**config.mk**
```make
export PLATFORM = sky130hd
export DESIGN_NAME = cfgsp_top
export DESIGN_NICKNAME = d
export VERILOG_FILES = /design/src/rtl/cfgsp_pkg.sv /design/src/rtl/cfgsp_lane.sv /design/src/rtl/cfgsp_dword.sv /design/src/rtl/cfgsp_top.sv
export SDC_FILE = /design/constraint.sdc
export NUM_CORES = 1
export LEC_CHECK = 0
export ABC_AREA = 1
export BUFFER_PORTS_ARGS = -buffer_cell sky130_fd_sc_hd__buf_4
export CAP_MARGIN = 20
export CORE_MARGIN = 5
export CORE_UTILIZATION = 25
export CTS_CLUSTER_SIZE = 40
export DETAILED_ROUTE_END_ITERATION = 8
export SLEW_MARGIN = 20
export SYNTH_ARGS = -nofsm -noshare
export SYNTH_HDL_FRONTEND = slang
export SYNTH_SLANG_ARGS = --single-unit
```
**constraint.sdc**
```tcl
create_clock -name clk -period 1.7 [get_ports clk]
set_input_delay 0.085 -clock clk [delete_from_list [all_inputs] [get_ports clk]]
set_output_delay 0.085 -clock clk [all_outputs]
set_load 0.02 [all_outputs]
```
**src/rtl/cfgsp_pkg.sv**
```systemverilog
`timescale 1ns/1ps
package cfgsp_pkg;

  typedef struct packed {
    logic [31:0] ro;
    logic [31:0] rw;
    logic [31:0] w1c;
  } attr_t;

  localparam int HDR_DWORDS = 16;
  localparam int CAP_DWORDS = 13;

  function automatic attr_t attr_of(input int idx, input bit has_cap, input bit no_pref);
    attr_t a;
    a = '0;
    case (idx)
      0, 2, 3, 4, 5: a.ro = 32'hFFFF_FFFF;
      1: begin
        a.rw  = 32'h0000_0147;
        a.ro  = 32'h06B0_02B8;
        a.w1c = 32'hF900_0000;
      end
      6: begin
        a.rw = 32'h01FF_FFFF;
        a.ro = 32'hFF00_0000;
      end
      7: begin
        a.rw  = 32'h0000_F0F0;
        a.ro  = 32'h06B0_0F0F;
        a.w1c = 32'hF900_0000;
      end
      8: begin
        a.rw = 32'hFFF0_FFF0;
        a.ro = 32'h000F_000F;
      end
      9: begin
        if (no_pref) begin
          a.ro = 32'hFFFF_FFFF;
        end else begin
          a.rw = 32'hFFF0_FFF0;
          a.ro = 32'h000F_000F;
        end
      end
      10, 11, 12: a.rw = 32'hFFFF_FFFF;
      13: a.ro = 32'h0000_00FF;
      14: a.rw = 32'hFFFF_F801;
      15: begin
        a.rw  = 32'h0B6F_00FF;
        a.ro  = 32'h0080_FF00;
        a.w1c = 32'h0400_0000;
      end
      default: a = '0;
    endcase
    if (has_cap) begin
      case (idx)
        16, 17, 21: a.ro = 32'hFFFF_FFFF;
        18: begin
          a.rw  = 32'h0000_FFFF;
          a.ro  = 32'h0030_0000;
          a.w1c = 32'h004F_0000;
        end
        19: a.ro = 32'hFF7F_FFFF;
        20: begin
          a.rw  = 32'h0000_CFFB;
          a.ro  = 32'h3FFF_0000;
          a.w1c = 32'hC000_0000;
        end
        22: begin
          a.rw  = 32'h0000_7FFF;
          a.ro  = 32'h00E0_0000;
          a.w1c = 32'h011F_0000;
        end
        23: begin
          a.rw = 32'h0000_001F;
          a.ro = 32'h0001_0000;
        end
        24: begin
          a.ro  = 32'h0002_FFFF;
          a.w1c = 32'h0001_0000;
        end
        default: ;
      endcase
    end
    return a;
  endfunction

  function automatic logic [31:0] reset_of(input int idx, input bit has_cap);
    logic [31:0] v;
    case (idx)
      1:  v = 32'h0010_0000;
      2:  v = 32'h0604_0000;
      3:  v = 32'h0001_0010;
      13: v = has_cap ? 32'h0000_0040 : 32'h0;
      16: v = has_cap ? 32'h0142_0010 : 32'h0;
      default: v = 32'h0;
    endcase
    return v;
  endfunction

endpackage

```
**src/rtl/cfgsp_lane.sv**
```systemverilog
`timescale 1ns/1ps
module cfgsp_lane #(
  parameter int ADDR_W   = 8,
  parameter int END_BYTE = 116,
  localparam int IDX_W   = ADDR_W - 2
) (
  input  logic [ADDR_W-1:0] addr,
  input  logic [2:0]        size,
  output logic [IDX_W-1:0]  idx,
  output logic [4:0]        shift,
  output logic [31:0]       lane,
  output logic [31:0]       rmask,
  output logic              size_ok,
  output logic              in_range
);
  always_comb begin
    idx      = addr[ADDR_W-1:2];
    in_range = (32'(addr) < 32'(END_BYTE));
    size_ok  = 1'b1;
    shift    = {addr[1:0], 3'b000};
    lane     = 32'hFFFF_FFFF;
    rmask    = 32'hFFFF_FFFF;
    case (size)
      3'd1: begin
        lane  = 32'h0000_00FF << shift;
        rmask = 32'h0000_00FF;
      end
      3'd2: begin
        lane  = 32'h0000_FFFF << shift;
        rmask = 32'h0000_FFFF;
      end
      3'd4: shift = 5'd0;
      default: begin
        size_ok = 1'b0;
        lane    = 32'h0;
        rmask   = 32'h0;
      end
    endcase
  end
endmodule

```
**src/rtl/cfgsp_dword.sv**
```systemverilog
`timescale 1ns/1ps
module cfgsp_dword #(
  parameter logic [31:0] RO  = 32'h0,
  parameter logic [31:0] RW  = 32'h0,
  parameter logic [31:0] W1C = 32'h0,
  parameter logic [31:0] RST = 32'h0,
  localparam logic [31:0] KEEP    = RO | RW | W1C,
  localparam logic [31:0] RO_ONLY = RO & ~RW & ~W1C
) (
  input  logic        clk,
  input  logic        rst_n,
  input  logic        wr_en,
  input  logic [31:0] wr_lane,
  input  logic [31:0] wr_data,
  input  logic        evt_en,
  input  logic [31:0] evt_bits,
  input  logic        ld_en,
  input  logic [31:0] ld_data,
  output logic [31:0] q
);
  logic [31:0] nxt;

  always_comb begin
    nxt = q;
    if (ld_en)
      nxt = (nxt & ~RO_ONLY) | (ld_data & RO_ONLY);
    if (wr_en) begin
      nxt = (nxt & ~(wr_lane & RW)) | (wr_data & wr_lane & RW);
      nxt = nxt & ~(wr_data & wr_lane & W1C);
    end
    if (evt_en)
      nxt = nxt | (evt_bits & W1C);
  end

  always_ff @(posedge clk or negedge rst_n) begin
    if (!rst_n) q <= RST & KEEP;
    else        q <= nxt & KEEP;
  end

  assert_ro_kept_R4: assert property (@(posedge clk) disable iff (!rst_n)
    (wr_en && !ld_en) |=> ((q & RO_ONLY) == ($past(q) & RO_ONLY)));

  assert_rw_loaded_R4: assert property (@(posedge clk) disable iff (!rst_n)
    wr_en |=> ((q & RW & $past(wr_lane)) == ($past(wr_data) & RW & $past(wr_lane))));

  assert_set_wins_R9: assert property (@(posedge clk) disable iff (!rst_n)
    (evt_en && ((evt_bits & W1C) != 32'h0)) |=>
      ((q & $past(evt_bits) & W1C) == ($past(evt_bits) & W1C)));
endmodule

```
**src/rtl/cfgsp_top.sv**
```systemverilog
`timescale 1ns/1ps
module cfgsp_top #(
  parameter int ADDR_W      = 8,
  parameter bit HAS_CAP     = 1'b1,
  parameter bit NO_PREF_WIN = 1'b0,
  localparam int IDX_W      = ADDR_W - 2,
  localparam int NDW        = HAS_CAP ? (cfgsp_pkg::HDR_DWORDS + cfgsp_pkg::CAP_DWORDS)
                                      : cfgsp_pkg::HDR_DWORDS,
  localparam int END_BYTE   = NDW * 4
) (
  input  logic              clk,
  input  logic              rst_n,
  input  logic              req_valid,
  output logic              req_ready,
  input  logic              req_write,
  input  logic [ADDR_W-1:0] req_addr,
  input  logic [2:0]        req_size,
  input  logic [31:0]       req_wdata,
  output logic              rsp_valid,
  input  logic              rsp_ready,
  output logic [31:0]       rsp_rdata,
  output logic              rsp_err,
  input  logic              evt_valid,
  input  logic [IDX_W-1:0]  evt_index,
  input  logic [31:0]       evt_bits,
  input  logic              ld_valid,
  input  logic [IDX_W-1:0]  ld_index,
  input  logic [31:0]       ld_data
);
  logic [IDX_W-1:0] idx;
  logic [4:0]       shift;
  logic [31:0]      lane, rmask, wdata_sh, rd_word, rd_aligned;
  logic             size_ok, in_range, accept, wr_go;
  logic [31:0]      dq [NDW];

  cfgsp_lane #(.ADDR_W(ADDR_W), .END_BYTE(END_BYTE)) u_lane (
    .addr(req_addr), .size(req_size), .idx(idx), .shift(shift),
    .lane(lane), .rmask(rmask), .size_ok(size_ok), .in_range(in_range)
  );

  assign req_ready = !rsp_valid || rsp_ready;
  assign accept    = req_valid && req_ready;
  assign wr_go     = accept && req_write && size_ok && in_range;
  assign wdata_sh  = req_wdata << shift;

  for (genvar g = 0; g < NDW; g++) begin : g_dw
    localparam cfgsp_pkg::attr_t A = cfgsp_pkg::attr_of(g, HAS_CAP, NO_PREF_WIN);
    localparam logic [31:0] R0 = cfgsp_pkg::reset_of(g, HAS_CAP);
    cfgsp_dword #(.RO(A.ro), .RW(A.rw), .W1C(A.w1c), .RST(R0)) u_dw (
      .clk(clk), .rst_n(rst_n),
      .wr_en(wr_go && (idx == IDX_W'(g))),
      .wr_lane(lane), .wr_data(wdata_sh),
      .evt_en(evt_valid && (evt_index == IDX_W'(g))), .evt_bits(evt_bits),
      .ld_en(ld_valid && (ld_index == IDX_W'(g))), .ld_data(ld_data),
      .q(dq[g])
    );
  end

  always_comb begin
    rd_word = 32'h0;
    for (int i = 0; i < NDW; i++)
      if (in_range && (idx == IDX_W'(i))) rd_word = dq[i];
    rd_aligned = (rd_word >> shift) & rmask;
  end

  always_ff @(posedge clk or negedge rst_n) begin
    if (!rst_n) begin
      rsp_valid <= 1'b0;
      rsp_rdata <= 32'h0;
      rsp_err   <= 1'b0;
    end else if (accept) begin
      rsp_valid <= 1'b1;
      rsp_err   <= !size_ok;
      rsp_rdata <= (!req_write && size_ok) ? rd_aligned : 32'h0;
    end else if (rsp_ready) begin
      rsp_valid <= 1'b0;
    end
  end

  assert_rsp_hold_R11: assert property (@(posedge clk) disable iff (!rst_n)
    (rsp_valid && !rsp_ready) |=> (rsp_valid && $stable(rsp_rdata) && $stable(rsp_err)));

  assert_accept_resp_R11: assert property (@(posedge clk) disable iff (!rst_n)
    (req_valid && req_ready) |=> rsp_valid);

  assert_bad_size_R3: assert property (@(posedge clk) disable iff (!rst_n)
    (req_valid && req_ready && (req_size != 3'd1) && (req_size != 3'd2) && (req_size != 3'd4))
      |=> (rsp_err && (rsp_rdata == 32'h0)));

  assert_narrow_R2: assert property (@(posedge clk) disable iff (!rst_n)
    (req_valid && req_ready && !req_write && (req_size == 3'd1)) |=> (rsp_rdata[31:8] == 24'h0));
endmodule

```
==> flow_summary.html <==
<table>
<tr><th>Metric</th><th>Value</th></tr>
<tr><th colspan="2">STA</th></tr>
<tr><td>Relative slew slack</td><td>roughly a third</td></tr>
<tr><td>Clk_skew</td><td>roughly 32 ps</td></tr>
<tr><td>Final Worst Setup Slack</td><td>-675 ps</td></tr>
<tr><td>Pins Over Slew Limit</td><td>0</td></tr>
<tr><td>Setup-violating endpoint count in the final report</td><td>about 330</td></tr>
<tr><td>Portion of the clock cycle consumed by the worst path in the final layout</td><td>140%</td></tr>
<tr><td>Final hold violation count</td><td>0</td></tr>
<tr><td>Post-layout min period</td><td>roughly 2400 ps</td></tr>
<tr><td>RSZ-0062 raised after global routing</td><td>yes</td></tr>
<tr><td>Transition time at the pin with the least slew margin</td><td>a little over 1000 ps</td></tr>
<tr><td>Fmax</td><td>~420 MHz</td></tr>
<tr><th colspan="2">Routing</th></tr>
<tr><td>Routed length on met1</td><td>about 60000 um</td></tr>
<tr><td>Met3 Wirelength</td><td>around 13000 um</td></tr>
<tr><td>Detailed-route vias per instance</td><td>4.86</td></tr>
<tr><td>Detailed Routing Iterations Pass 1</td><td>5</td></tr>
<tr><td># DRC</td><td>0</td></tr>
<tr><td>Metal2 WL</td><td>a little over 60000 um</td></tr>
<tr><td>Vias after detailed routing</td><td>~32000</td></tr>
<tr><td>Routed length per placed instance</td><td>roughly 21 um</td></tr>
<tr><td>DRT antenna net count</td><td>0</td></tr>
<tr><td>Iteration-0 DRC count of the detailed router</td><td>3600</td></tr>
<tr><td>Highest routing layer actually used</td><td>met5</td></tr>
<tr><td>Final wirelength</td><td>139000 um</td></tr>
<tr><th colspan="2">Cells and area</th></tr>
<tr><td>Commonest non-fill, non-tap cell in the layout</td><td>sky130_fd_sc_hd__nand2_1</td></tr>
<tr><td>Net count of the finished layout</td><td>around 4900</td></tr>
<tr><td>Multi-input logic area</td><td>between 15000 and 20000 sq um</td></tr>
<tr><td>Post-route non-filler standard cell count</td><td>about 6600</td></tr>
<tr><td>FF/Latch Area</td><td>between 15000 and 20000 sq um</td></tr>
<tr><td>Filler cell count in the final layout</td><td>13500</td></tr>
<tr><td>Share of the core filled with cells in the final layout</td><td>35.6%</td></tr>
<tr><td>Share of final-layout standard cells stronger than drive strength 1</td><td>between 30% and 40%</td></tr>
<tr><td>Most frequent cells in the layout</td><td>sky130_fd_sc_hd__nand2_1 (1200), sky130_fd_sc_hd__dfrtp_1 (705), sky130_fd_sc_hd__buf_4 (523)</td></tr>
<tr><td>Area growth from synthesis to final layout</td><td>41.1%</td></tr>
<tr><td>Non-Filler Cell Area, Final</td><td>46900 sq um</td></tr>
<tr><th colspan="2">CTS</th></tr>
<tr><td>Count of clock tree sinks</td><td>between 700 and 800</td></tr>
<tr><td>CTS tree</td><td>yes</td></tr>
<tr><td>Maximum number of buffers from clock root to sink</td><td>3</td></tr>
<tr><td>Clock root buffer</td><td>sky130_fd_sc_hd__clkbuf_16</td></tr>
<tr><td>Number of H-tree levels</td><td>3</td></tr>
<tr><td>Clk Latency, worst-skew pair</td><td>between 600 and 700 ps</td></tr>
<tr><td>Clk pin slew, worst setup/hold paths</td><td>70 ps</td></tr>
<tr><td>Number of buffers created by CTS</td><td>80</td></tr>
<tr><th colspan="2">Worst setup path</th></tr>
<tr><td>Required time of the critical path</td><td>between 2000 and 2500 ps</td></tr>
<tr><td>Cell repeated most along the worst path</td><td>sky130_fd_sc_hd__nand2_1</td></tr>
<tr><td>CP Max Fanout</td><td>8</td></tr>
<tr><td>Sum of buffers and inverters on the critical path</td><td>6</td></tr>
<tr><td>Crit path max-delay family</td><td>simple AND/OR/NAND/NOR gates</td></tr>
<tr><td>Standard cell with the maximum stage delay on the critical path</td><td>sky130_fd_sc_hd__nand4_1</td></tr>
<tr><td>Worst setup path category</td><td>in2reg</td></tr>
<tr><td>Worst setup EP type</td><td>register</td></tr>
<tr><td>Largest stage delay on the critical path</td><td>200 ps</td></tr>
<tr><td>Nature of the critical path startpoint</td><td>input pin</td></tr>
<tr><td>Signal arrival time at the worst endpoint</td><td>roughly 2900 ps</td></tr>
<tr><th colspan="2">Floorplanning</th></tr>
<tr><td>Area of the core region</td><td>~130000 sq um</td></tr>
<tr><td>Initial standard-cell utilization of the core</td><td>between 20% and 30%</td></tr>
<tr><td>Io pins</td><td>between 150 and 200</td></tr>
<tr><td>Die extent in y</td><td>about 370 um</td></tr>
<tr><td>Total Die Area</td><td>between 100000 and 150000 sq um</td></tr>
<tr><td>X dimension of the die</td><td>around 370 um</td></tr>
<tr><td>Row count</td><td>133</td></tr>
<tr><th colspan="2">Synthesis</th></tr>
<tr><td>Sequential-to-total area share from yosys stat</td><td>roughly 54%</td></tr>
<tr><td>Unique cell type count in the Yosys netlist</td><td>47</td></tr>
<tr><td>Mapped cell area</td><td>33300 sq um</td></tr>
<tr><td>Flip-flop and latch count after synthesis</td><td>slightly above 700</td></tr>
<tr><td>Predominant post-synthesis flop cell</td><td>sky130_fd_sc_hd__dfrtp_1</td></tr>
<tr><td>Yosys synthesis warning count</td><td>0</td></tr>
<tr><td>Post-Synthesis Cells</td><td>between 4000 and 5000</td></tr>
<tr><td>Count of flip-flops with a built-in enable after synthesis</td><td>0</td></tr>
<tr><td>Post-synthesis average cell area</td><td>7.98 sq um</td></tr>
<tr><td>Post-synthesis async set-or-reset flop share</td><td>between 90% and 100%</td></tr>
<tr><td>Synth Net Count</td><td>roughly 4300</td></tr>
<tr><th colspan="2">Pwr</th></tr>
<tr><td>Power per unit of standard cell area</td><td>~890 nW/um^2</td></tr>
<tr><td>Internal cell power</td><td>around 31 mW</td></tr>
<tr><td>Fraction of power consumed by sequential logic</td><td>46.1%</td></tr>
<tr><td>Clock network power share</td><td>between 40% and 50%</td></tr>
<tr><td>Sw power</td><td>about 11 mW</td></tr>
<tr><td>Worst vdd rail ir drop</td><td>roughly 0.7 mV</td></tr>
<tr><td>P_leak</td><td>between 20 and 25 nW</td></tr>
<tr><td>Comb pwr share</td><td>between 10% and 20%</td></tr>
<tr><td>Switching Share</td><td>26.8%</td></tr>
<tr><th colspan="2">GRT</th></tr>
<tr><td>Largest net degree at the start of global routing</td><td>116</td></tr>
<tr><td>Antenna violations before repair</td><td>11</td></tr>
<tr><td>Global-route wire length before repair</td><td>slightly above 200000 um</td></tr>
<tr><td>Via count of the first global-routing pass</td><td>roughly 31000</td></tr>
<tr><td>Final global-route overflow total</td><td>0</td></tr>
<tr><td>Global router's overall resource usage</td><td>between 10% and 20%</td></tr>
<tr><th colspan="2">Placement</th></tr>
<tr><td>Routability congestion estimate from global placement</td><td>0.959</td></tr>
<tr><td>Port buffer count</td><td>141</td></tr>
<tr><td>DPL Wire Length</td><td>between 100000 and 150000 um</td></tr>
<tr><td>Cell area after placement</td><td>40100 sq um</td></tr>
<tr><td>Cell count after placement</td><td>between 6000 and 7000</td></tr>
<tr><th colspan="2">Run status</th></tr>
<tr><td>Result of the run</td><td>finished, violations left</td></tr>
<tr><td>Violated checks</td><td>setup timing</td></tr>
<tr><th colspan="2">Run</th></tr>
<tr><td>Number of max-capacitance violations reported</td><td>0</td></tr>
<tr><th colspan="2">Min path</th></tr>
<tr><td>Min-delay worst type</td><td>in2reg</td></tr>
</table>
-- cells in the mapped netlist, types with 7 or more instances --
| cell type | instances | area share [%] |
|---|---|---|
| sky130_fd_sc_hd__a21boi_1 | 7 | 0.16 |
| sky130_fd_sc_hd__a21oi_1 | 173 | 2.6 |
| sky130_fd_sc_hd__a221oi_1 | 17 | 0.45 |
| sky130_fd_sc_hd__a22oi_1 | 8 | 0.18 |
| sky130_fd_sc_hd__a2bb2oi_1 | 13 | 0.34 |
| sky130_fd_sc_hd__buf_1 | 7 | 0.079 |
| sky130_fd_sc_hd__buf_2 | 30 | 0.45 |
| sky130_fd_sc_hd__clkbuf_1 | 177 | 2.0 |
| sky130_fd_sc_hd__dfrtp_1 | 707 | 53 |
| sky130_fd_sc_hd__dfstp_2 | 11 | 0.87 |
| sky130_fd_sc_hd__inv_1 | 306 | 3.5 |
| sky130_fd_sc_hd__inv_2 | 10 | 0.11 |
| sky130_fd_sc_hd__mux2_2 | 15 | 0.51 |
| sky130_fd_sc_hd__nand2_1 | 1427 | 16 |
| sky130_fd_sc_hd__nand3_1 | 125 | 1.9 |
| sky130_fd_sc_hd__nand4_1 | 52 | 0.98 |
| sky130_fd_sc_hd__nor2_1 | 181 | 2.0 |
| sky130_fd_sc_hd__nor2_2 | 20 | 0.38 |
| sky130_fd_sc_hd__nor2_4 | 8 | 0.27 |
| sky130_fd_sc_hd__nor3_1 | 31 | 0.47 |
| sky130_fd_sc_hd__o21ai_0 | 678 | 10 |
| sky130_fd_sc_hd__o21ai_1 | 31 | 0.47 |
| sky130_fd_sc_hd__o22ai_1 | 14 | 0.26 |
| sky130_fd_sc_hd__or2_0 | 11 | 0.21 |
| sky130_fd_sc_hd__or2_2 | 53 | 1.0 |
-- final cells by class --
type | instances | share of cell area, %
Tap cell | 1755 | 4.68
Inverter | 323 | 2.84
Sequential cell | 718 | 38.3
Clock inverter | 26 | 0.616
Timing Repair Buffer | 749 | 15.0
Clock buffer | 117 | 5.02
Timing Repair inverter | 5 | 0.120
Multi-Input combinational cell | 2912 | 33.4
Antenna cell | 2 | 0.0107
-- worst min-delay path, delay by kind of cell --
| kind | cells | cell delay (ps) |
|---|---|---|
| buffers and inverters | 2 | 290 |
| AO/OA/AOI/OAI | 2 | 220 |
-- kinds of logic after synthesis --
family	Yosys count	synth area share [%]
simple gates	1919	23.6
buf+inv	541	6.27
flops	718	54.1
compound gates	973	15.5
mux	16	0.538
-- power groups by stage --
| stage | sequential (mW) | clock (mW) | combinational [mW] |
|---|---|---|---|
| finish | 19.2 | 17.6 | 4.86 |
| detailed placement | 19.5 | 0 | 4.31 |
| global route | 19.4 | 18.6 | 5.33 |
| global placement | 19.5 | 0 | 4.23 |
| floorplan | 19.3 | 0 | 1.91 |
| CTS | 19.2 | 17.8 | 4.64 |
-- worst paths after layout --
path                            depth (start not counted)  slack [ps]                             from                               to
worst max-delay path                                   25        -680                      req_addr[2]         rsp_rdata[4]$_DFFE_PN0P_
worst min-delay path                                    4          10                    req_wdata[21]                         register
worst max register to register                         18        -670   g_dw[0].u_dw.q[12]$_DFFE_PN0P_         rsp_rdata[4]$_DFFE_PN0P_
worst min register to register                          2         480  g_dw[16].u_dw.q[18]$_DFFE_PN0P_  g_dw[16].u_dw.q[18]$_DFFE_PN0P_
max in group asynchronous                               3         560                            rst_n            rsp_valid$_DFFE_PN0P_
min in group asynchronous                               3         120                            rst_n        rsp_rdata[12]$_DFFE_PN0P_
-- metal layers --
layer	GRT usage, %	vias to the layer above
met5	0	-
met4	6.35	10
met3	4.70	261
met2	29.6	1428
met1	26.1	15600
li1	-	14800
-- timing repair --
item,CTS,global route
resized for setup,505,449
setup buffers,35,47
cloned,12,5
endpoints found under the setup margin,324,387
pin swaps,149,196
hold buffers,66,0
hold endpoints to repair,872,0
-- metrics by stage --
stage	TNS (ps)	setup slack (ps)	hold slack [ps]	total power [mW]
floorplan	-18570	-230	-211	21.2
global placement	-228500	-1470	-44.3	23.7
detailed placement	-237400	-1480	-40.4	23.8
CTS	-69920	-662	0.807	41.7
global route	-111340	-760	25.2	43.3
finish	-82970	-675	9.94	41.7
Power figures use the tool's default switching activity.
